**src/rtl/acq_pkg.sv**
```systemverilog
package acq_pkg;
  localparam int DATA_W = 16;
  localparam int CH_NUM = 32;
  localparam int CH_W   = $clog2(CH_NUM);

  typedef struct packed {
    logic [DATA_W-1:0] data;
    logic [CH_W-1:0]   ch;
    logic              sat;
  } smp_t;

  typedef enum logic [2:0] {
    ST_START, ST_CONV, ST_CLK, ST_WAIT, ST_DONE
  } seq_st_t;
endpackage

```
**src/rtl/acq_lane.sv**
```systemverilog
module acq_lane
  import acq_pkg::*;
#(
  parameter int CONV_CYC = 113,
  parameter int HALF_CYC = 3
) (
  input  logic clk,
  input  logic rst,
  input  logic sdata_i,
  input  logic rclk_i,
  output logic step_o,
  output logic home_o,
  output logic settle_o,
  output logic conv_o,
  output logic sclk_o,
  output logic pend_o,
  output smp_t smp_o,
  input  logic take_i
);
  localparam int CNT_MAX = (CONV_CYC > HALF_CYC) ? CONV_CYC : HALF_CYC;
  localparam int CNT_W   = $clog2(CNT_MAX + 1);
  localparam int BIT_W   = $clog2(DATA_W + 1);

  seq_st_t             st;
  logic [CNT_W-1:0]    cnt;
  logic [BIT_W-1:0]    per, bits;
  logic [CH_W-1:0]     ch;
  logic [DATA_W-1:0]   sh;
  logic [2:0]          rc_s;
  logic [1:0]          sd_s;
  logic                rc_rise, word_sat;

  assign rc_rise  = rc_s[1] & ~rc_s[2];
  assign word_sat = (sh == '0) || (sh == '1);

  always_ff @(posedge clk) begin
    if (rst) begin
      rc_s <= '0;
      sd_s <= '0;
    end else begin
      rc_s <= {rc_s[1:0], rclk_i};
      sd_s <= {sd_s[0], sdata_i};
    end
  end

  always_ff @(posedge clk) begin
    if (rst) begin
      st       <= ST_START;
      cnt      <= '0;
      per      <= '0;
      bits     <= '0;
      ch       <= '0;
      sh       <= '0;
      step_o   <= 1'b0;
      home_o   <= 1'b0;
      settle_o <= 1'b0;
      conv_o   <= 1'b0;
      sclk_o   <= 1'b0;
      pend_o   <= 1'b0;
      smp_o    <= '0;
    end else begin
      conv_o <= 1'b0;
      home_o <= 1'b0;
      step_o <= 1'b0;
      if (take_i) pend_o <= 1'b0;
      if ((st == ST_CLK || st == ST_WAIT) && rc_rise && bits != BIT_W'(DATA_W)) begin
        sh   <= {sh[DATA_W-2:0], sd_s[1]};
        bits <= bits + 1'b1;
      end
      case (st)
        ST_START: begin
          conv_o <= 1'b1;
          home_o <= (ch == '0);
          cnt    <= CNT_W'(CONV_CYC - 1);
          bits   <= '0;
          st     <= ST_CONV;
        end
        ST_CONV: begin
          if (cnt == '0) begin
            sclk_o <= 1'b1;
            cnt    <= CNT_W'(HALF_CYC - 1);
            per    <= '0;
            st     <= ST_CLK;
          end else begin
            cnt <= cnt - 1'b1;
          end
        end
        ST_CLK: begin
          if (cnt == '0) begin
            cnt <= CNT_W'(HALF_CYC - 1);
            if (sclk_o) begin
              sclk_o <= 1'b0;
            end else if (per == BIT_W'(DATA_W - 1)) begin
              st <= ST_WAIT;
            end else begin
              sclk_o <= 1'b1;
              per    <= per + 1'b1;
            end
          end else begin
            cnt <= cnt - 1'b1;
          end
        end
        ST_WAIT: begin
          if (bits == BIT_W'(DATA_W)) st <= ST_DONE;
        end
        default: begin
          smp_o    <= '{data: sh, ch: ch, sat: word_sat};
          pend_o   <= 1'b1;
          step_o   <= 1'b1;
          settle_o <= word_sat;
          ch       <= (ch == CH_W'(CH_NUM - 1)) ? '0 : ch + 1'b1;
          st       <= ST_START;
        end
      endcase
    end
  end
endmodule

```
**src/rtl/acq_fifo.sv**
```systemverilog
module acq_fifo #(
  parameter int W     = 24,
  parameter int DEPTH = 8
) (
  input  logic         clk,
  input  logic         rst,
  input  logic         wr_en,
  input  logic [W-1:0] wr_data,
  output logic         full,
  input  logic         rd_en,
  output logic [W-1:0] rd_data,
  output logic         empty
);
  localparam int PTR_W = $clog2(DEPTH);
  localparam int CNT_W = $clog2(DEPTH + 1);

  logic [W-1:0]     mem [DEPTH];
  logic [PTR_W-1:0] wp, rp;
  logic [CNT_W-1:0] cnt;
  logic             do_wr, do_rd;

  assign full    = (cnt == CNT_W'(DEPTH));
  assign empty   = (cnt == '0);
  assign do_wr   = wr_en && !full;
  assign do_rd   = rd_en && !empty;
  assign rd_data = mem[rp];

  always_ff @(posedge clk) begin
    if (do_wr) mem[wp] <= wr_data;
  end

  always_ff @(posedge clk) begin
    if (rst) begin
      wp  <= '0;
      rp  <= '0;
      cnt <= '0;
    end else begin
      if (do_wr) wp <= (wp == PTR_W'(DEPTH - 1)) ? '0 : wp + 1'b1;
      if (do_rd) rp <= (rp == PTR_W'(DEPTH - 1)) ? '0 : rp + 1'b1;
      cnt <= cnt + CNT_W'(do_wr) - CNT_W'(do_rd);
    end
  end
endmodule

```
**src/rtl/acq_top.sv**
```systemverilog
module acq_top
  import acq_pkg::*;
#(
  parameter int N_HS     = 3,
  parameter int CONV_CYC = 113,
  parameter int HALF_CYC = 3,
  parameter int FIFO_D   = 8,
  localparam int HS_W    = (N_HS > 1) ? $clog2(N_HS) : 1
) (
  input  logic                clk,
  input  logic                rst,
  output logic [N_HS-1:0]     hs_step,
  output logic [N_HS-1:0]     hs_home,
  output logic [N_HS-1:0]     hs_settle,
  output logic [N_HS-1:0]     hs_conv,
  output logic [N_HS-1:0]     hs_sclk,
  input  logic [N_HS-1:0]     hs_sdata,
  input  logic [N_HS-1:0]     hs_rclk,
  output logic                m_valid,
  input  logic                m_ready,
  output logic [DATA_W-1:0]   m_data,
  output logic [CH_W-1:0]     m_chan,
  output logic [HS_W-1:0]     m_hs,
  output logic                m_sat,
  output logic                ovf
);
  localparam int ITEM_W = HS_W + $bits(smp_t);

  logic [N_HS-1:0] pend, grant;
  smp_t            smp [N_HS];
  logic [ITEM_W-1:0] wr_item, rd_item;
  logic            any_pend, full, empty;

  for (genvar g = 0; g < N_HS; g++) begin : g_lane
    acq_lane #(.CONV_CYC(CONV_CYC), .HALF_CYC(HALF_CYC)) u_lane (
      .clk(clk), .rst(rst),
      .sdata_i(hs_sdata[g]), .rclk_i(hs_rclk[g]),
      .step_o(hs_step[g]), .home_o(hs_home[g]), .settle_o(hs_settle[g]),
      .conv_o(hs_conv[g]), .sclk_o(hs_sclk[g]),
      .pend_o(pend[g]), .smp_o(smp[g]), .take_i(grant[g])
    );
  end

  always_comb begin
    grant    = '0;
    any_pend = 1'b0;
    wr_item  = '0;
    for (int g = 0; g < N_HS; g++) begin
      if (pend[g] && !any_pend) begin
        grant[g] = 1'b1;
        any_pend = 1'b1;
        wr_item  = {HS_W'(g), smp[g]};
      end
    end
  end

  acq_fifo #(.W(ITEM_W), .DEPTH(FIFO_D)) u_fifo (
    .clk(clk), .rst(rst),
    .wr_en(any_pend), .wr_data(wr_item), .full(full),
    .rd_en(m_ready), .rd_data(rd_item), .empty(empty)
  );

  always_ff @(posedge clk) begin
    if (rst) ovf <= 1'b0;
    else if (any_pend && full) ovf <= 1'b1;
  end

  assign m_valid = !empty;
  assign {m_hs, m_data, m_chan, m_sat} = rd_item;
endmodule

```
**config.mk**
```make
export PLATFORM = sky130hd
export DESIGN_NAME = acq_top
export DESIGN_NICKNAME = d
export VERILOG_FILES = /design/src/rtl/acq_pkg.sv /design/src/rtl/acq_lane.sv /design/src/rtl/acq_fifo.sv /design/src/rtl/acq_top.sv
export SDC_FILE = /design/constraint.sdc
export NUM_CORES = 1
export LEC_CHECK = 0
export ABC_AREA = 1
export BUFFER_PORTS_ARGS = -buffer_cell sky130_fd_sc_hd__buf_4
export CAP_MARGIN = 5
export CORE_MARGIN = 1.5
export CORE_UTILIZATION = 55
export DETAILED_ROUTE_END_ITERATION = 10
export GPL_ROUTABILITY_DRIVEN = 0
export PLACE_DENSITY = 0.81
export SETUP_SLACK_MARGIN = 0.4
export SLEW_MARGIN = 20
export SYNTH_ARGS = -nofsm -noshare
export SYNTH_HDL_FRONTEND = slang
export SYNTH_SLANG_ARGS = --single-unit
```
**constraint.sdc**
```tcl
create_clock -name clk -period 3.1 [get_ports clk]
set_input_delay 0.155 -clock clk [delete_from_list [all_inputs] [get_ports clk]]
set_output_delay 0.155 -clock clk [all_outputs]
set_load 0.05 [all_outputs]
```
==> results.toml, run 1 <==
[outcome]
result_of_the_run = "completed"

[clock_network]
cts-buffers-inserted = 42
later_pin_clock_latency_in_the_skew_report_ps = 540
tritoncts = "done"
clock_tree.buffer_depth = 3
clk_transition_reported_paths_ps = 60
clkSinkCount = 425
cts_root_buf = "clkbuf_16"
htree_levels = 2

[floorplan]
core_box_area_sq_um = 31600
initial_core_utilization = 0.560
die_outline_area_sq_um = 33300
placementRows = 65
die-height_um = 183
design.portCount = 50
fp.dieW_um = 183

[yosys]
synth.lib_cells_used.distinct = 47
synth_edf_count = 192
post_synth.cell_area_avg_sq_um = 9.42
synth.ff_latch_count = 425
synth_area_sq_um = 17700
yosysWarningCount = 0
synth_top_flop_cell = "dfxtp_1"
synth.net_count = 1928
postSynth.asyncResetShare = 0
syn_inst = 1882
synth_seq_area_share = 0.589

[finish]
highest_count_cells_in_the_layout_ignoring_fill_and_taps = "nand2_1, nor2_1, dfxtp_1"
antenna_cells_inserted = 0
layout.cells.most_common = "nand2_1"
layoutNonFillerInstCount = 2343
proportion_of_layout_cells_with_a_drive_suffix_above_1 = 0.0948
area_delta_synth_final_pct = 11.6
postLayoutCellArea_sq_um = 19800
post_layout_nets = 1954

[placed_design]
buffer_ports.inserted = 49
dpl-instance-area_sq_um = 18300
place_hpwl_um = 24000
pre_cts_ws_ps = 948
post-place-cells = 2255

[grt]
maximum_number_of_pins_on_one_net_before_global_route_repair = 97
final_global_route_overflow_total = 0
grtUsageTotal = 0.228
vias_in_the_first_global_route = 12569
first_pass_grt_wire_length_um = 62000
grt_antenna_before_repair = 1

[worst_setup_path]
worstSetupEndpointType = "output pin"
worst-path-buf-inv = 3
start_kind = "register"
slowest_stage_delay_cp_ps = 760
critPathSlowestCell = "inv_1"
required_ps = 2940
arrival_ps = 2380
crit_path_leading_delay_family = "buffers and inverters"
timing_worst_setup_path_type = "register to output pin"
path_cells = "buf_4 -> inv_1 -> nand2_1 -> nand2_1 -> buf_4"
worstPathMaxFanout = 25

[routing]
vias_per_cell = 5.58
routed-via-count = 13083
post-route-drc-count = 0
wirelength_um = 37800
avgRoutedWirePerCell_um = 16.1
drt_first_pass_iters = 5
ant_nets = 0
initialDrtViolationCount = 1090

[run]
maxCapViolCount = 0

[sta]
rsz_0062_raised_after_global_routing = "false"
final_hold_viol_count = 0
fin_crit_ps = 2530
timing.max_slew.rel_slack = 0.343
timing.final.max_slew_violations = 0
min_period_over_period = 0.817
setup_total_negative_slack_ps = 0
setup_ws_ps = 567
setup_violations = 0
worst-slew-pin-transition_ps = 984
fin_skew_ps = 21.5
max_freq_mhz = 395

[pwr]
irDropWorstVdd_mv = 0.584
power_leakage_uw = 0.00736
powerDensity_nw_per_um2 = 808

[min_path]
hold_class = "input port to register"
==> cell type report <==
| class | instances | area, sq um |
|---|---|---|
| clock buffer | 59 | 1190 |
| clock inverter | 18 | 130 |
| fill | 2475 | 11900 |
| inverter | 173 | 657 |
| multi-input combinational | 1182 | 6140 |
| sequential | 425 | 10400 |
| tap | 402 | 503 |
| timing repair buffer | 84 | 721 |
==> routing by layer <==
metal | track usage | up-vias | wire [um]
li1 | - | 6429 | -
met1 | 0.293 | 6165 | 16300
met2 | 0.391 | 404 | 18300
met3 | 0.0353 | 83 | 2110
met4 | 0.0800 | 2 | 1090
met5 | 0 | - | 13
==> report_power, final <==
part | internal (uW) | total (uW) | leakage [uW] | switching, uW
Clock | 2780 | 4850 | 0.000664 | 2060
Combinational | 1440 | 4640 | 0.00331 | 3190
Sequential | 6210 | 6510 | 0.00339 | 291
==> flip-flops by register name, summed over array words and instances, names as in the netlist, 4 cells and up, named ones only <==
register             cells
u_fifo.mem             192
g_lane.u_lane.smp_o     63
g_lane.u_lane.sh        48
g_lane.u_lane.cnt       21
g_lane.u_lane.bits      15
g_lane.u_lane.ch        15
g_lane.u_lane.per       15
g_lane.u_lane.rc_s       9
g_lane.u_lane.st         9
g_lane.u_lane.sd_s       6
u_fifo.cnt               4
==> synth_stat cells, types with 36 or more instances <==
cell type,count,area (sq um)
o21ai_0,184,921
nor2_1,256,961
nand3_1,60,300
o22ai_1,50,313
edfxtp_1,192,5770
dfxtp_1,233,4660
a21oi_1,132,661
inv_1,162,608
ha_1,36,450
mux2i_1,48,480
clkbuf_1,44,165
nand2_1,280,1050
==> logic make-up (layout without fill, tap and decap cells) <==
| logic type | after synthesis | in the layout | share of synthesized area |
|---|---|---|---|
| mux | 48 | 48 | 0.0271 |
| fa+ha+maj | 37 | 37 | 0.0265 |
| simple gates | 684 | 684 | 0.164 |
| compound gates | 396 | 396 | 0.119 |
| xor+xnor | 17 | 17 | 0.00840 |
| flops | 425 | 425 | 0.589 |
| buf+inv | 275 | 334 | 0.0663 |
==> timing repair <==
action                                  4_1_cts  5_1_grt
hold buffers                                 11        0
endpoints found under the hold margin        13        0
endpoints found under the setup margin        1        0
buffers inserted                              0        0
gates resized for setup                       1        0
==> worst paths after layout <==
check | end | slack, ps | depth (start not counted) | start
worst max-delay path | m_chan[0] | 570 | 5 | register
worst min-delay path | register | 110 | 4 | m_ready
worst max register to register | u_fifo.cnt[2] | 920 | 12 | u_fifo.cnt[2]
worst min register to register | g_lane[0].u_lane.rc_s[1] | 400 | 2 | g_lane[0].u_lane.rc_s[0]
==> metrics by stage <==
step | hold WS [ps] | power (uW) | util
2_1_floorplan | 262 | 10100 | -
3_3_place_gp | 356 | 11000 | 0.580
3_5_place_dp | 365 | 11200 | 0.580
4_1_cts | 92.9 | 16100 | 0.625
5_1_grt | 124 | 16800 | 0.625
6_report | 110 | 16000 | 0.625
==> worst register-to-register path, cell delays in order, from the launching register on <==
cell and delay [ps]:
dfxtp_1 300, inv_1 60, ha_1 200, nand3_1 110, nand2_1 120, nor2_1 200
inv_1 90, o21ai_0 90, ha_1 190, inv_1 60, fa_1 400, xor2_1 180
nor2_1 50
No activity file was read; power rests on OpenSTA's default activity.
==> inputs of run 2 (changes only) <==
==> constraint.sdc (replaced) <==
create_clock -name clk -period 2.5 [get_ports clk]
set_input_delay 0.125 -clock clk [delete_from_list [all_inputs] [get_ports clk]]
set_output_delay 0.125 -clock clk [all_outputs]
set_load 0.05 [all_outputs]
==> run 2 against run 1 <==
  * Sequential power increased by 24%
  * Non-clock buffer count increased by 10
  * Via count is 0.94% higher
  * Sequential cell count stayed put
  * First-iteration DRC count up 21%
  * Combinational power grew 31%
  * Critical path type unchanged
==> results.toml, run 2 (same netlist as run 1, synthesis figures left out) <==
[outcome]
result_of_the_run = "completed"

[grt]
first_pass_grt_wire_length_um = 61900
vias_in_the_first_global_route = 12596
grt_antenna_before_repair = 0
maximum_number_of_pins_on_one_net_before_global_route_repair = 55
grtUsageTotal = 0.230
final_global_route_overflow_total = 0

[routing]
routed-via-count = 13206
initialDrtViolationCount = 1322
vias_per_cell = 5.61
post-route-drc-count = 0
ant_nets = 0
avgRoutedWirePerCell_um = 16.6
drt_first_pass_iters = 7
wirelength_um = 39200

[placed_design]
post-place-cells = 2258
place_hpwl_um = 23800
buffer_ports.inserted = 49

[worst_setup_path]
arrival_ps = 2010
start_kind = "register"
worstSetupEndpointType = "output pin"
worstPathMaxFanout = 30
worstReg2RegEnd = "u_fifo.cnt[2]"
timing_worst_setup_path_type = "register to output pin"
required_ps = 2380
reg2reg_setup_slack_ps = 470
r2r_startpoint = "u_fifo.cnt[2]"
worst_r2r_path_depth = 12

[sta]
timing.max_slew.rel_slack = 0.373
timing.final.max_slew_violations = 0
setup_total_negative_slack_ps = 0
worst_hold_slack_ps = 74.9
min_period_over_period = 0.855
final_hold_viol_count = 0
setup_violations = 0
worst-slew-pin-transition_ps = 936
max_freq_mhz = 468
rsz_0062_raised_after_global_routing = "true"
fin_skew_ps = 14.1
fin_crit_ps = 2140

[finish]
antenna_cells_inserted = 0
layout.cells.most_common = "nand2_1"
highest_count_cells_in_the_layout_ignoring_fill_and_taps = "nand2_1, nor2_1, dfxtp_1"
largest_register_ffs = 192
post_layout_nets = 1965
reg_top3 = "u_fifo.mem (192), g_lane.u_lane.smp_o (63), g_lane.u_lane.sh (48)"
area_delta_synth_final_pct = 13.3
filler_cell_count = 2431
layoutNonFillerInstCount = 2355
top_register = "u_fifo.mem"
proportion_of_layout_cells_with_a_drive_suffix_above_1 = 0.103
postLayoutCoreUtil = 0.635

[pwr]
powerDensity_nw_per_um2 = 1020
power_leakage_uw = 0.00748
irDropWorstVdd_mv = 0.715

[run]
maxCapViolCount = 0

[floorplan]
core_box_area_sq_um = 31600
placementRows = 65
die-height_um = 183
die_outline_area_sq_um = 33300
initial_core_utilization = 0.560
design.portCount = 50
fp.dieW_um = 183

[clock_network]
cts_root_buf = "clkbuf_16"
cts-buffers-inserted = 43
later_pin_clock_latency_in_the_skew_report_ps = 540
htree_levels = 2
clock_tree.buffer_depth = 3
clkSinkCount = 425
clk_transition_reported_paths_ps = 60
tritoncts = "done"

[min_path]
worstHoldStart = "m_ready"
whs_endpoint = "u_fifo.rp[0]"
hold_class = "input port to register"
hold-path-cell-count = 4
run 2: metrics by stage:
stage / worst slack [ps] / area [sq um] / power (uW)
global placement: 446 / 18400 / 13800
detailed placement: 393 / 18400 / 13900
floorplan: 128 / 17700 / 12600
CTS: 384 / 20000 / 20400
finish: 363 / 20100 / 20500
global route: 332 / 20100 / 21500
run 2: layer usage:
metal / GRT usage / up-vias / wire length, um
met5: 0 / - / 0
met4: 0.0734 / 0 / 1030
met3: 0.0303 / 71 / 2420
met2: 0.405 / 420 / 19300
met1: 0.294 / 6288 / 16500
li1: - / 6427 / -
run 2: worst max path at each step:
stage                       endpoint  slack [ps]  cells after the start
finish                       m_hs[0]         360                      6
global route           u_fifo.cnt[2]         330                     12
CTS                          m_hs[0]         380                      7
detailed placement     u_fifo.cnt[2]         390                     12
global placement       u_fifo.cnt[2]         450                     12
floorplan           u_fifo.mem[1][0]         130                      7
run 2: worst max-delay path: stages, from the launching register on:
cell     delay (ps)
dfxtp_4         450
buf_12          230
o21ai_0         150
o22ai_1         220
nand2_1          70
nand2_1         130
buf_4           220
run 2: cell type report:
class                           instances  area, sq um  share of cell area
Clock inverter                         11          110             0.00548
Inverter                              173          657              0.0327
Timing Repair Buffer                   94          917              0.0457
Sequential cell                       425        10400               0.520
Multi-Input combinational cell       1182         6150               0.306
Tap cell                              402          503              0.0251
Clock buffer                           68         1300              0.0649
run 2: repair_timing:
item,CTS,global route
hold buffers,9,0
gates resized for setup,6,14
hold endpoints to repair,20,0
gates cloned,1,1
pin swaps,0,3
endpoints found under the setup margin,25,143
setup buffers,3,4
run 2: where the power goes:
group | internal (uW) | switching, uW
registers | 7710 | 385
clock network | 3790 | 2590
logic | 2000 | 4070
